## src/rtl/er_pkg.sv

```systemverilog
package er_pkg;

    typedef struct packed {
        logic checked;   // direct and unconditional
        logic mismatch;  // checked and targets differ
        logic bad_pred;  // predicted taken on a non-control
    } slot_verdict_t;

endpackage

```

## src/rtl/er_slot_check.sv

```systemverilog
module er_slot_check
    import er_pkg::*;
#(
    parameter int AW         = 32,
    parameter int INSN_BYTES = 4
) (
    input  logic          is_ctrl,
    input  logic          is_direct,
    input  logic          is_uncond,
    input  logic          pred_taken,
    input  logic [AW-1:0] pc,
    input  logic [AW-1:0] next_pc,
    input  logic [AW-1:0] calc_tgt,
    input  logic [AW-1:0] pred_tgt,
    output slot_verdict_t verdict,
    output logic          leaves_seq
);

    localparam logic [AW-1:0] STEP = AW'(INSN_BYTES);

    always_comb begin
        verdict.checked  = is_direct & is_uncond;
        verdict.mismatch = verdict.checked & (calc_tgt != pred_tgt);
        verdict.bad_pred = pred_taken & ~is_ctrl;
        leaves_seq       = (next_pc != (pc + STEP));
    end

endmodule

```

## src/rtl/er_first_hit.sv

```systemverilog
module er_first_hit #(
    parameter int W  = 4,
    localparam int IW = (W > 1) ? $clog2(W) : 1
) (
    input  logic [W-1:0]  hit,
    output logic          found,
    output logic [IW-1:0] idx,
    output logic [W-1:0]  clear_before
);

    logic [W:0] none_yet;
    assign none_yet[0] = 1'b1;

    for (genvar g = 0; g < W; g++) begin : g_chain
        assign none_yet[g+1]   = none_yet[g] & ~hit[g];
        assign clear_before[g] = none_yet[g];
    end

    assign found = ~none_yet[W];

    always_comb begin
        idx = '0;
        for (int i = W - 1; i >= 0; i--) begin
            if (hit[i]) idx = IW'(i);
        end
    end

endmodule

```

## src/rtl/early_redirect.sv

```systemverilog
module early_redirect
    import er_pkg::*;
#(
    parameter int W          = 4,
    parameter int AW         = 32,
    parameter int SW         = 32,
    parameter int TW         = 2,
    parameter int CW         = 16,
    parameter int INSN_BYTES = 4
) (
    input  logic                   clk,
    input  logic                   rst_n,
    input  logic [W-1:0]           grp_valid,
    input  logic [W-1:0][TW-1:0]   grp_tid,
    input  logic [W-1:0][SW-1:0]   grp_seq,
    input  logic [W-1:0][AW-1:0]   grp_pc,
    input  logic [W-1:0][AW-1:0]   grp_next_pc,
    input  logic [W-1:0][AW-1:0]   grp_calc_tgt,
    input  logic [W-1:0][AW-1:0]   grp_pred_tgt,
    input  logic [W-1:0]           grp_pred_taken,
    input  logic [W-1:0]           grp_is_ctrl,
    input  logic [W-1:0]           grp_is_direct,
    input  logic [W-1:0]           grp_is_uncond,
    output logic                   redir_valid,
    output logic [TW-1:0]          redir_tid,
    output logic [SW-1:0]          redir_seq,
    output logic [AW-1:0]          redir_pc,
    output logic                   redir_taken,
    output logic [W-1:0]           pass_mask,
    output logic [W-1:0]           kill_mask,
    output logic                   fatal,
    output logic [CW-1:0]          resolved_cnt,
    output logic [CW-1:0]          mispred_cnt
);

    localparam int IW = (W > 1) ? $clog2(W) : 1;

    typedef struct packed {
        logic          redir_valid;
        logic [TW-1:0] redir_tid;
        logic [SW-1:0] redir_seq;
        logic [AW-1:0] redir_pc;
        logic          redir_taken;
        logic [W-1:0]  pass_mask;
        logic [W-1:0]  kill_mask;
        logic          fatal;
        logic [CW-1:0] resolved_cnt;
        logic [CW-1:0] mispred_cnt;
    } state_t;

    slot_verdict_t [W-1:0] verdict;
    logic [W-1:0]          leaves_seq;
    logic [W-1:0]          hit;
    logic [W-1:0]          clear_before;
    logic                  found;
    logic [IW-1:0]         hit_idx;

    for (genvar g = 0; g < W; g++) begin : g_slot
        er_slot_check #(.AW(AW), .INSN_BYTES(INSN_BYTES)) u_chk (
            .is_ctrl    (grp_is_ctrl[g]),
            .is_direct  (grp_is_direct[g]),
            .is_uncond  (grp_is_uncond[g]),
            .pred_taken (grp_pred_taken[g]),
            .pc         (grp_pc[g]),
            .next_pc    (grp_next_pc[g]),
            .calc_tgt   (grp_calc_tgt[g]),
            .pred_tgt   (grp_pred_tgt[g]),
            .verdict    (verdict[g]),
            .leaves_seq (leaves_seq[g])
        );
        assign hit[g] = grp_valid[g] & verdict[g].mismatch;
    end

    er_first_hit #(.W(W)) u_first (
        .hit          (hit),
        .found        (found),
        .idx          (hit_idx),
        .clear_before (clear_before)
    );

    state_t st_q, st_d;

    always_comb begin
        logic [W-1:0]  passed;
        logic [CW-1:0] checked_n;
        st_d      = st_q;
        passed    = grp_valid & clear_before;
        checked_n = '0;
        st_d.fatal = 1'b0;
        for (int i = 0; i < W; i++) begin
            if (passed[i] && verdict[i].checked) checked_n = checked_n + CW'(1);
            if (passed[i] && verdict[i].bad_pred) st_d.fatal = 1'b1;
        end
        st_d.pass_mask    = passed;
        st_d.redir_valid  = found;
        st_d.redir_tid    = found ? grp_tid[hit_idx]      : '0;
        st_d.redir_seq    = found ? grp_seq[hit_idx]      : '0;
        st_d.redir_pc     = found ? grp_calc_tgt[hit_idx] : '0;
        st_d.redir_taken  = found & leaves_seq[hit_idx];
        st_d.kill_mask    = '0;
        for (int i = 0; i < W; i++) begin
            if (found && (IW'(i) > hit_idx) && grp_valid[i] &&
                (grp_tid[i] == grp_tid[hit_idx]) &&
                (grp_seq[i] > grp_seq[hit_idx]))
                st_d.kill_mask[i] = 1'b1;
        end
        st_d.resolved_cnt = st_q.resolved_cnt + checked_n;
        st_d.mispred_cnt  = st_q.mispred_cnt + (found ? CW'(1) : CW'(0));
    end

    always_ff @(posedge clk) begin
        if (!rst_n) st_q <= '0;
        else        st_q <= st_d;
    end

    assign redir_valid  = st_q.redir_valid;
    assign redir_tid    = st_q.redir_tid;
    assign redir_seq    = st_q.redir_seq;
    assign redir_pc     = st_q.redir_pc;
    assign redir_taken  = st_q.redir_taken;
    assign pass_mask    = st_q.pass_mask;
    assign kill_mask    = st_q.kill_mask;
    assign fatal        = st_q.fatal;
    assign resolved_cnt = st_q.resolved_cnt;
    assign mispred_cnt  = st_q.mispred_cnt;

endmodule

```

## config.mk

```make
export PLATFORM = sky130hd
export DESIGN_NAME = early_redirect
export DESIGN_NICKNAME = d
export VERILOG_FILES = /design/src/rtl/er_pkg.sv /design/src/rtl/er_slot_check.sv /design/src/rtl/er_first_hit.sv /design/src/rtl/early_redirect.sv
export SDC_FILE = /design/constraint.sdc
export NUM_CORES = 1
export LEC_CHECK = 0
export BUFFER_PORTS_ARGS = -buffer_cell sky130_fd_sc_hd__buf_2
export CAP_MARGIN = 25
export CORE_AREA = 2 2 302 304
export CTS_CLUSTER_SIZE = 8
export DETAILED_ROUTE_END_ITERATION = 12
export DIE_AREA = 0 0 304 306
export HOLD_SLACK_MARGIN = 0.1
export PLACE_DENSITY = 0.4
export SYNTH_ARGS = -nofsm -noshare
export SYNTH_HDL_FRONTEND = slang
export SYNTH_SLANG_ARGS = --single-unit
```

## constraint.sdc

```tcl
create_clock -name clk -period 5.3 [get_ports clk]
set_clock_uncertainty 0.05 [all_clocks]
set_input_delay 0.53 -clock clk [delete_from_list [all_inputs] [get_ports clk]]
set_output_delay 0.53 -clock clk [all_outputs]
set_load 0.05 [all_outputs]
```

# Yosys cells after proc, flatten, opt, wreduce, memory -nomap -nowiden

Cells that the tools add are included.

Register bits after elaboration: 109
Input port bits: 670
Output and inout port bits: 109
Logic and storage cells: 121

Add/sub/neg operators: 9
Magnitude comparators: 9
Equality and inequality tests: 12
Multiplexer cells: 25
Bitwise operators: 31
Reduce and logical (&&, ||, !) cells: 25

Operators with widths:

| kind                    | number |
|---|---|
| $ne A32 B32 Y1          | 8 |
| $add A32 B3 Y32 const B | 4 |
| $bmux W32 S2            | 2 |
| $gt A32 B32 Y1          | 4 |
| $mux W32                | 2 |
| $add A16 B1 Y16 const B | 3 |
| $mux W16                | 3 |
| $logic_and A1 B1 Y1     | 24 |
| $and A1 B1 Y1           | 20 |
| $add A16 B1 Y16         | 1 |
| $add A16 B16 Y16        | 1 |
| $mux W1                 | 11 |
| $mux W2                 | 5 |
| $not A1 Y1              | 10 |
| $eq A2 B2 Y1            | 4 |
| $and A4 B4 Y4           | 1 |
| $bmux W2 S2             | 1 |
| $gt A1 B2 Y1 const A    | 2 |
| $gt A2 B2 Y1 const A    | 2 |
| $lt A2 B3 Y1 const B    | 1 |
| $bmux W1 S2             | 1 |
| $reduce_or A2 Y1        | 1 |

# Longest topological paths before layout

Gate-level depths: netlist of the first run.

Depth in word-level cells: 16
Gate-level depth with buffers: 20
Gate-level depth less buffers: 20

# Modules after synthesis

A second synthesis of the first run with hierarchy kept.

Cells, all modules: 1,523
Area total of the unflattened synthesis: 13,075.0 um^2

By module, submodules not included:

| module         | instances | cells each | area an instance (um^2) | sequential area each (um^2) |
|---|---|---|---|---|
| early_redirect | 1         | 718        | 7,418.4                 | 2,162.1 |
| er_slot_check  | 4         | 199        | 1,400.1                 | 0.0 |
| er_first_hit   | 1         | 9          | 56.3                    | 0.0 |

# Worst setup path before layout of the first run

No wires, ideal clock.

Path type: in2reg
Start point: in grp_pred_tgt[58] in the netlist's numbering
End point: reg st_q, in the netlist kill_mask[3]
Data arrival time: 4.598 ns
Setup slack: 0.521 ns
Stages on the path: 20
Path buffers: 2
Cell sequence: xor2_1 nor4_1 nand4_1 o31a_1 a21oi_1 nor2_1 buf_2 buf_6 mux2_1 a222oi_1 ha_1 a21o_1 a21o_1 a211oi_1 o21bai_1 a21oi_1 o21ai_0 or4bb_1 o21ai_0 a2111oi_0

Word-level cells in the longest chain between the ends: 13
Elaborated cells between the ends (all ways): 22
Classes of those cells: 2 x order compare; 2 x eq/ne; 7 x mux; 7 x bitwise; 4 x reduce/logical

RTL lines:

| item                                                                   | line                  | RTL |
|---|---|---|
| start, declared                                                        | early_redirect.sv:19  | `input logic [W-1:0][AW-1:0] grp_pred_tgt,` |
| $ne A32 B32 Y1 *                                                       | er_slot_check.sv:23   | `verdict.mismatch = verdict.checked & (calc_tgt != pred_tgt);` |
| $and A1 B1 Y1 *                                                        | er_slot_check.sv:23   |  |
| $and A1 B1 Y1 *                                                        | early_redirect.sv:71  | `assign hit[g] = grp_valid[g] & verdict[g].mismatch;` |
| parallel branches: the longest is 8 deep, another holds $gt A32 B32 Y1 | --                    |  |
| $logic_and A1 B1 Y1 *                                                  | early_redirect.sv:103 | `(grp_tid[i] == grp_tid[hit_idx]) &&` |
| $mux W1 *                                                              | early_redirect.sv:102 | `if (found && (IW'(i) > hit_idx) && grp_valid[i] &&` |
| end signal, assigned                                                   | early_redirect.sv:113 | `else st_q <= st_d;` |
| end, declared                                                          | early_redirect.sv:81  | `state_t st_q, st_d;` |

Every way passes the cells marked *. The select of a mux whose other input is x is not followed.
A chain may end at the register's enable or synchronous reset.

# Final worst setup path of the first run

Start point: in grp_pred_tgt[19] in the netlist's numbering
End point: reg st_q, in the netlist kill_mask[3]

Word-level cells in the longest chain between the ends: 13
Elaborated cells between the ends (all ways): 21
Classes of those cells: 2 x order compare; 2 x eq/ne; 6 x mux; 7 x bitwise; 4 x reduce/logical

RTL lines:

| item                                                                   | line |
|---|---|
| $ne A32 B32 Y1 *                                                       | er_slot_check.sv:23 |
| $and A1 B1 Y1 *                                                        | er_slot_check.sv:23 |
| $and A1 B1 Y1 *                                                        | early_redirect.sv:71 |
| parallel branches: the longest is 8 deep, another holds $gt A32 B32 Y1 | -- |
| $logic_and A1 B1 Y1 *                                                  | early_redirect.sv:103 |
| $mux W1 *                                                              | early_redirect.sv:102 |

Marks and branches as above.

==> results of run 1 <==
layout make-up:
class	instances	area, µm²
multi-input cells	1413	10700
diodes	16	40.0
inverters	39	146
well taps	1176	1470
fillers	10200	69500
flip-flops and latches	108	2160
clock buffers	9	225
clock inverters	7	88.8
repair buffers	964	5330
report_power, final:
part	leakage, nW	internal [mW]	switching, mW	total [mW]
clock network	0.152	0.342	0.432	0.774
logic	8.17	0.741	0.983	1.72
registers	0.881	0.852	0.0156	0.868
total	9.20	1.94	1.43	3.37
cell families (layout without fill, tap and decap cells):
logic type                 Yosys count  count (layout)  synth area share
and+or+nand+nor                    590             590             0.243
DFF                                108             108             0.165
adders and majority gates          107             107             0.103
xor gates and xnor gates           310             310             0.208
AOI/OAI and AO/OA                  316             316             0.179
muxes                               88              88            0.0735
buffers and inverters               93            1019            0.0282
other                                1              18          0.000287
cell usage in the layout (no fill, tap or decap), types with 32 or more instances in the layout:
master    netlist  layout
buf_4           1     181
dfxtp_1       108     108
xnor2_1       183     183
inv_1          39      39
nor2_1        124     123
a21oi_1        56      55
nand3_1        60      59
a222oi_1       64      64
and2_1         37      37
mux2_1         61      61
ha_1          106     106
nor4_1         45      38
nor3_1         33      32
xor2_1        127     127
nand4_1        69      69
o21ai_0        46      44
nand2_1        89      89
a21o_1         39      39
buf_2           7     779
what timing repair did:
action / in CTS / in global routing
gates resized for setup: 2 / 9
setup buffers: 0 / 2
setup endpoints to repair: 3 / 3
pin swaps: 0 / 4
how the worst max path moves through the flow:
stage                         endpoint               from
after floorplan           kill_mask[3]   grp_pred_tgt[58]
after global placement    kill_mask[3]   grp_calc_tgt[18]
after detailed placement  kill_mask[3]  grp_calc_tgt[106]
after CTS                 kill_mask[3]   grp_calc_tgt[18]
after global routing      kill_mask[3]   grp_pred_tgt[31]
final                     kill_mask[3]   grp_pred_tgt[19]
through the flow:
step | util | instances | power [mW] | worst slack [ns]
floorplan | - | 1614 | 1.72 | 0.521
global placement | 0.219 | 3695 | 2.61 | -0.696
detailed placement | 0.220 | 3698 | 2.60 | -0.503
CTS | 0.223 | 3714 | 3.42 | 0.0552
global route | 0.224 | 3730 | 3.57 | -0.0210
finish | 0.224 | 3732 | 3.37 | 0.240
state kept, by name (all words and copies together), names as in the netlist:
register,count
redir_seq,32
redir_taken,1
mispred_cnt,16
redir_tid,2
kill_mask,3
fatal,1
resolved_cnt,16
pass_mask,4
redir_valid,1
redir_pc,32
worst reg2reg max path: cells and delay by family, from the launching register on:
family	cells	cell delay, ns
simple gates	8	1.33
flops	1	0.43
xor+xnor	1	0.13
metal layers:
layer	wire length, µm	track usage	share of wire	vias to the layer above
li1	-	-	-	7955
met1	33400	0.195	0.39	7776
met2	42700	0.313	0.50	696
met3	6100	0.0455	0.072	104
met4	2670	0.0681	0.031	22
met5	148	0	0.0017	-
==> impl_metrics.yaml, run 1 <==
outcome:
  outcome: "complete, no violations"
detailed_routing:
  wire_per_inst_um: 22.8
  drt_first_pass_iters: 9
  postRouteAntennaNets: 0
  via_per_inst: 4.44
  route.detailed.drc: 0
  wl_um: 85000
  vias: 16600
  drtIter0Drc: 1109
logic_synthesis:
  syn_area_per_cell_um2: 8.11
  seq_area_frac_synth: 0.165
  synth_most_common_cell: "xnor2_1"
  synthCells: 1613
  yosysTopAreaCell: "dfxtp_1"
  synth-edff-count: 0
  synth_common_cells: "183 x xnor2_1, 127 x xor2_1, 124 x nor2_1, 108 x dfxtp_1, 106 x ha_1"
  syn_area_um2: 13100
  yosysTopAreaCellShare: 0.165
  synth-seq-cells: 108
  yosysWarnings: 0
  ys_top_cells_by_area: "dfxtp_1 17%, xnor2_1 12%, ha_1 10%"
  yosys_most_used_dff: "dfxtp_1"
  ys_types: 72
  async_reset_ff_frac: 0
grt:
  grt-ovfl-total: 0
  grt_pass1_vias: 16900
  track_usage: 0.174
  grt_pass1_wl_um: 118000
  antenna_found_initial: 31
  grt_max_degree: 40
floorplanning:
  initial_core_util: 0.146
  die_w_um: 304
  coreArea_um2: 89600
  fp.dieH_um: 306
  die-area_um2: 93000
  pin_count: 779
  rows: 110
cells_and_area:
  layout-drive-gt1-share: 0.400
  final_nets: 3312
  syn2layout_area_growth_pct: 53.7
  final_area_um2: 20100
power_and_ir_drop:
  leakage_nw: 9.20
  powerDensity_nw_per_um2: 167
  ir_drop_mv: 0.163
sta:
  holdWs_ns: 0.300
  slew_viol_final: 0
  slew_headroom: 0.339
  fin_crit_ns: 5.06
  clock.fmax_mhz: 198
  finalSetupViolations: 0
  max_slew.worst_pin.slew_ns: 0.983
  fin_tns_setup_ns: 0
  hold_viol_final: 0
  fin_crit_sh: 0.955
critical_path:
  critPathMaxFanout: 10
  cp_num_cells: 22
  crit_chain: "buf_2, xor2_1, nor4_1, nand4_1, buf_4, o21a_1, buf_4, nor2_4, buf_12, buf_4, mux2_1, a222oi_1, ha_1, a21oi_1, nor2b_1, o21ai_0, nand2_1, a221oi_1, o21ai_1, or4bb_1, o21ai_0, a2111oi_0"
  cp-start-kind: "input pin"
  crit_top_cell: "buf_4"
  crit_buf_inv: 5
  cp.required_ns: 5.53
  slowest_delay_ns: 0.55
  r2r_end: "mispred_cnt[15]"
  crit_family: "compound AO/OA/AOI/OAI gates"
  crit_arrival_ns: 5.29
  r2r-start: "mispred_cnt[3]"
  rr_worst_depth: 9
  path_class: "in2reg"
  reg2reg_slack_ns: 3.25
  slowest_stage: "or4bb_1"
  endpoint_kind: "register"
worst_hold_path:
  whs_path_depth: 2
  hold_class: "in2reg"
  whs_endpoint: "pass_mask[0]"
  worstHoldStart: "grp_valid[0]"
place:
  post-dp-hpwl_um: 76100
  place_congestion: 0.901
  io_buffers: 777
  place_area_um2: 19700
clock_network:
  cts_root_buf: "clkbuf_16"
  cts_hold_buf: 0
  cts_tree: "yes"
  clkSinkCount: 108
  cts.path.max_buffers: 2
  clock_latency_ns: 0.40
  h-tree-depth: 3
  clkTransAtPathRegs_ns: 0.10
  cts-buffers-inserted: 9
job:
  cap_violations: 0
(Power assumes the default switching activity.)
==> run 2, diff against run 1 <==
--- a/config.mk
+++ b/config.mk
@@ -5,7 +5,7 @@
 export SDC_FILE = /design/constraint.sdc
 export NUM_CORES = 1
 export LEC_CHECK = 0
-export BUFFER_PORTS_ARGS = -buffer_cell sky130_fd_sc_hd__buf_2
+export BUFFER_PORTS_ARGS = -buffer_cell sky130_fd_sc_hd__buf_4
 export CAP_MARGIN = 25
 export CORE_AREA = 2 2 302 304
 export CTS_CLUSTER_SIZE = 8
==> impl_metrics.yaml, run 2 (synthesis results as in run 1) <==
power_and_ir_drop:
  powerDensity_nw_per_um2: 161
  leakage_nw: 9.69
  ir_drop_mv: 0.172
grt:
  met2_usage: 0.318
  grt-ovfl-total: 0
  grt_pass1_vias: 16800
  top_usage_layer: "met2"
  track_usage: 0.178
  antenna_found_initial: 21
  grt_max_degree: 40
  use_met1: 0.199
  gr-usage-met3: 0.0527
  grt_pass1_wl_um: 120000
clock_network:
  cts.path.max_buffers: 2
  clkSinkCount: 108
  cts_setup_buffers: 0
  clock_latency_ns: 0.40
  clkTransAtPathRegs_ns: 0.09
  cts_root_buf: "clkbuf_16"
  cts-buffers-inserted: 9
  h-tree-depth: 3
  cts_hold_buf: 0
  cts_tree: "yes"
critical_path:
  critPathMaxFanout: 8
  reg2reg_slack_ns: 3.26
  rr_worst_depth: 9
  path_class: "in2reg"
  cp.required_ns: 5.53
  endpoint_kind: "register"
  crit_top_cell: "buf_4"
  cp-start-kind: "input pin"
  crit_arrival_ns: 5.26
  slowest_delay_ns: 0.54
  r2r-start: "mispred_cnt[3]"
  r2r_end: "mispred_cnt[15]"
  crit_chain: "buf_4, xnor2_1, buf_4, nand4_1, nor4_1, a21oi_1, a21oi_2, nor2_4, buf_12, buf_4, mux2_1, a222oi_1, ha_1, and4_1, a21oi_1, nand2_1, a221oi_1, o21ai_1, or4bb_1, o21ai_0, a2111oi_0"
  crit_end: "kill_mask[3]"
  startpoint: "grp_calc_tgt[122]"
  slowest_stage: "or4bb_1"
worst_hold_path:
  hold_class: "in2reg"
place:
  place_area_um2: 21500
  dp.cells: 3676
  io_buffers: 777
  post-dp-hpwl_um: 77000
  place_congestion: 0.901
sta:
  finalSetupViolations: 0
  clock.fmax_mhz: 199
  fin_crit_ns: 5.03
  max_slew.worst_pin.slew_ns: 0.886
  holdWs_ns: 0.305
  rsz0062_at_grt: "false"
  slew_viol_final: 0
  hold_viol_final: 0
  fin_crit_sh: 0.950
  slew_headroom: 0.407
floorplanning:
  coreArea_um2: 89600
  die_w_um: 304
  fp.dieH_um: 306
  pin_count: 779
  die-area_um2: 93000
  rows: 110
  initial_core_util: 0.146
cells_and_area:
  final_nets: 3288
  syn2layout_area_growth_pct: 67.0
  layout-drive-gt1-share: 0.392
  final_cells: 3701
  final_cell_mix: "937 x buf_4, 183 x xnor2_1, 127 x xor2_1"
  final_common_cell: "buf_4"
  final_area_um2: 21800
detailed_routing:
  drt_first_pass_iters: 6
  postRouteAntennaNets: 0
  route.detailed.drc: 0
  drtIter0Drc: 1131
  via_per_inst: 4.38
  wl_um: 86300
  wire_per_inst_um: 23.3
  vias: 16200
job:
  cap_violations: 0
outcome:
  outcome: "complete, no violations"
## run 2: cell types whose count changed in the layout (fill, tap and decap cells not counted), sizes merged
cell / before / now
inv: 42 / 43
clkinv: 4 / 3
buf: 964 / 940
diode: 16 / 9
## run 2: power breakdown
part / total, mW / internal [mW] / switching (mW)
Clock: 0.769 / 0.343 / 0.426
Sequential: 0.870 / 0.853 / 0.0171
Combinational: 1.88 / 0.904 / 0.980
## run 2: worst min path at each step
stage	from	end	slack, ns	depth (start not counted)
2_1_floorplan	grp_valid[2]	pass_mask[2]	0.59	2
5_1_grt	grp_valid[0]	pass_mask[0]	0.28	2
4_1_cts	grp_valid[0]	pass_mask[0]	0.27	2
6_report	grp_valid[0]	pass_mask[0]	0.30	2
3_5_place_dp	mispred_cnt[5]	mispred_cnt[5]	0.45	2
3_3_place_gp	mispred_cnt[7]	mispred_cnt[7]	0.45	2
## run 2: timing repair
item                                    4_1_cts  5_1_grt
gates resized for setup                       2        6
endpoints found under the setup margin        3        3
pin swaps                                     0        4
cloned                                        0        0
## run 2: stage by stage
step,TNS (ns),total power [mW],worst slack [ns],utilization
global placement,-1.50,2.78,-0.564,0.240
CTS,0,3.59,0.0441,0.243
global route,0,3.76,0.0131,0.244
floorplan,0,1.72,0.521,-
finish,0,3.52,0.266,0.244
detailed placement,-1.60,2.78,-0.564,0.240
## run 2: final cells by class
class                      instances  area (µm²)
fill                            9996       67800
multi-input combinational       1413       10600
timing repair buffer             940        7090
sequential                       108        2160
tap                             1176        1470
clock buffer                       9         225
inverter                          39         146
clock inverter                     7        86.3
antenna                            9        22.5
## run 2: routing by layer
metal,wire length [µm],vias up
li1,-,7894
met3,6930,90
met1,33600,7545
met4,2870,8
met2,42900,655
met5,55,-
## run 2: worst max-delay path: cells and delay by family
| kind | cells | cell delay [ns] |
|---|---|---|
| muxes | 1 | 0.31 |
| AOI/OAI and AO/OA | 8 | 1.78 |
| adders and majority gates | 1 | 0.33 |
| xor gates and xnor gates | 1 | 0.14 |
| buffers and inverters | 4 | 0.60 |
| and+or+nand+nor | 6 | 1.55 |
==> run 3, diff against run 2 <==
--- a/config.mk
+++ b/config.mk
@@ -13,6 +13,7 @@
 export DIE_AREA = 0 0 304 306
 export HOLD_SLACK_MARGIN = 0.1
 export PLACE_DENSITY = 0.4
+export REMOVE_ABC_BUFFERS = 1
 export SYNTH_ARGS = -nofsm -noshare
 export SYNTH_HDL_FRONTEND = slang
 export SYNTH_SLANG_ARGS = --single-unit
==> impl_metrics.yaml, run 3 (synthesis results as in run 1) <==
outcome:
  outcome: "complete, no violations"
floorplanning:
  rows: 110
  pin_count: 779
  fp.dieH_um: 306
  die_w_um: 304
  die-area_um2: 93000
  initial_core_util: 0.146
  coreArea_um2: 89600
detailed_routing:
  wire_per_inst_um: 23.3
  wirelength_met1_um: 36300
  drt_first_pass_iters: 8
  route.detailed.drc: 0
  met3WireLength_um: 4480
  wl_um: 86500
  vias: 16200
  dr_wl_met2_um: 44000
  drtIter0Drc: 926
  via_per_inst: 4.35
  postRouteAntennaNets: 0
  top_layer: "met5"
critical_path:
  cp-start-kind: "input pin"
  crit_arrival_ns: 5.33
  reg2reg_slack_ns: 3.27
  endpoint_kind: "register"
  critPathMaxFanout: 6
  path_class: "in2reg"
  cp.required_ns: 5.60
clock_network:
  h-tree-depth: 3
  cts_hold_buf: 0
  clock_latency_ns: 0.40
  cts_tree: "yes"
  clkSinkCount: 108
  cts_root_buf: "clkbuf_16"
  cts.path.max_buffers: 2
  clkTransAtPathRegs_ns: 0.10
  cts-buffers-inserted: 9
sta:
  finalSetupViolations: 0
  holdWs_ns: 0.311
  slew_viol_final: 0
  max_slew.worst_pin.slew_ns: 0.795
  fin_tns_setup_ns: 0
  hold_viol_final: 0
  clock.fmax_mhz: 199
  slew_headroom: 0.465
  fin_crit_ns: 5.03
  setup_ws_ns: 0.266
  fin_crit_sh: 0.950
cells_and_area:
  syn2layout_area_growth_pct: 69.2
  final_cells: 3719
  final_area_um2: 22100
  layout-drive-gt1-share: 0.405
  nFillCells: 9930
  final_nets: 3310
  final_common_cell: "buf_4"
  final_util: 0.247
  final_cell_mix: "956 x buf_4, 178 x xnor2_1, 127 x xor2_1"
power_and_ir_drop:
  design_power_total_mw: 3.60
  leakage_nw: 9.84
  ir_drop_mv: 0.133
  powerDensity_nw_per_um2: 162
grt:
  grt-ovfl-total: 0
  grt_pass1_vias: 16800
  grt_pass1_wl_um: 120000
  track_usage: 0.178
  grt_max_degree: 40
  antenna_found_initial: 13
place:
  dp.cells: 3687
  place_area_um2: 21500
  post-dp-hpwl_um: 76900
  place_ws_ns: -0.573
  io_buffers: 777
  place_congestion: 0.871
job:
  cap_violations: 0
worst_hold_path:
  hold_class: "in2reg"
run 3: cell types whose count changed in the layout (fill, tap and decap cells not counted), sizes merged:
cell / change
diode: -4
buf: +22
run 3: path summary, 6_finish.rpt:
check | startpoint | to | cells after the start
min reg2reg | mispred_cnt[14] | mispred_cnt[14] | 2
min | grp_valid[0] | pass_mask[0] | 2
max | grp_calc_tgt[52] | kill_mask[2] | 25
max reg2reg | resolved_cnt[0] | resolved_cnt[12] | 8
run 3: power by group:
group / leakage [nW] / internal (mW) / switching [mW] / total, mW
clock network: 0.151 / 0.344 / 0.458 / 0.803
logic: 8.80 / 0.929 / 0.996 / 1.92
registers: 0.881 / 0.853 / 0.0176 / 0.870
total: 9.84 / 2.13 / 1.47 / 3.60
run 3: layer usage:
layer  track usage  up-vias
li1              -     7941
met1         0.216     7606
met3        0.0302       60
met4        0.0386        2
met2         0.326      579
met5             0        -
run 3: worst max-delay path: stages:
cell      delay [ns]
buf_4           0.13
xor2_1          0.14
nor4_1          0.42
buf_4           0.18
nand4_1         0.28
o31a_1          0.38
a21oi_1         0.13
buf_4           0.14
nor2_4          0.04
buf_12          0.14
buf_12          0.13
mux2_1          0.31
a222oi_1        0.35
buf_4           0.20
ha_1            0.15
nand3_2         0.09
or3_4           0.35
nor2_4          0.14
nand2_2         0.06
nor3_2          0.17
buf_4           0.15
nand4_1         0.12
a21o_1          0.18
o31ai_1         0.22
o311a_1         0.19
run 3: layout make-up:
class	count	area, µm²	area share
Tap cell	1176	1470	0.0665
Antenna cell	5	12.5	0.000565
Sequential cell	108	2160	0.0976
Clock inverter	7	86.3	0.00390
Timing Repair Buffer	962	7280	0.329
Clock buffer	9	225	0.0102
Multi-Input combinational cell	1413	10800	0.486
Inverter	39	146	0.00661
run 3: what timing repair did:
item,4_1_cts,5_1_grt
gates resized for setup,3,29
gates cloned,0,0
pin swaps,2,23
endpoints found under the hold margin,0,0
endpoints found under the setup margin,3,3
setup buffers,3,9
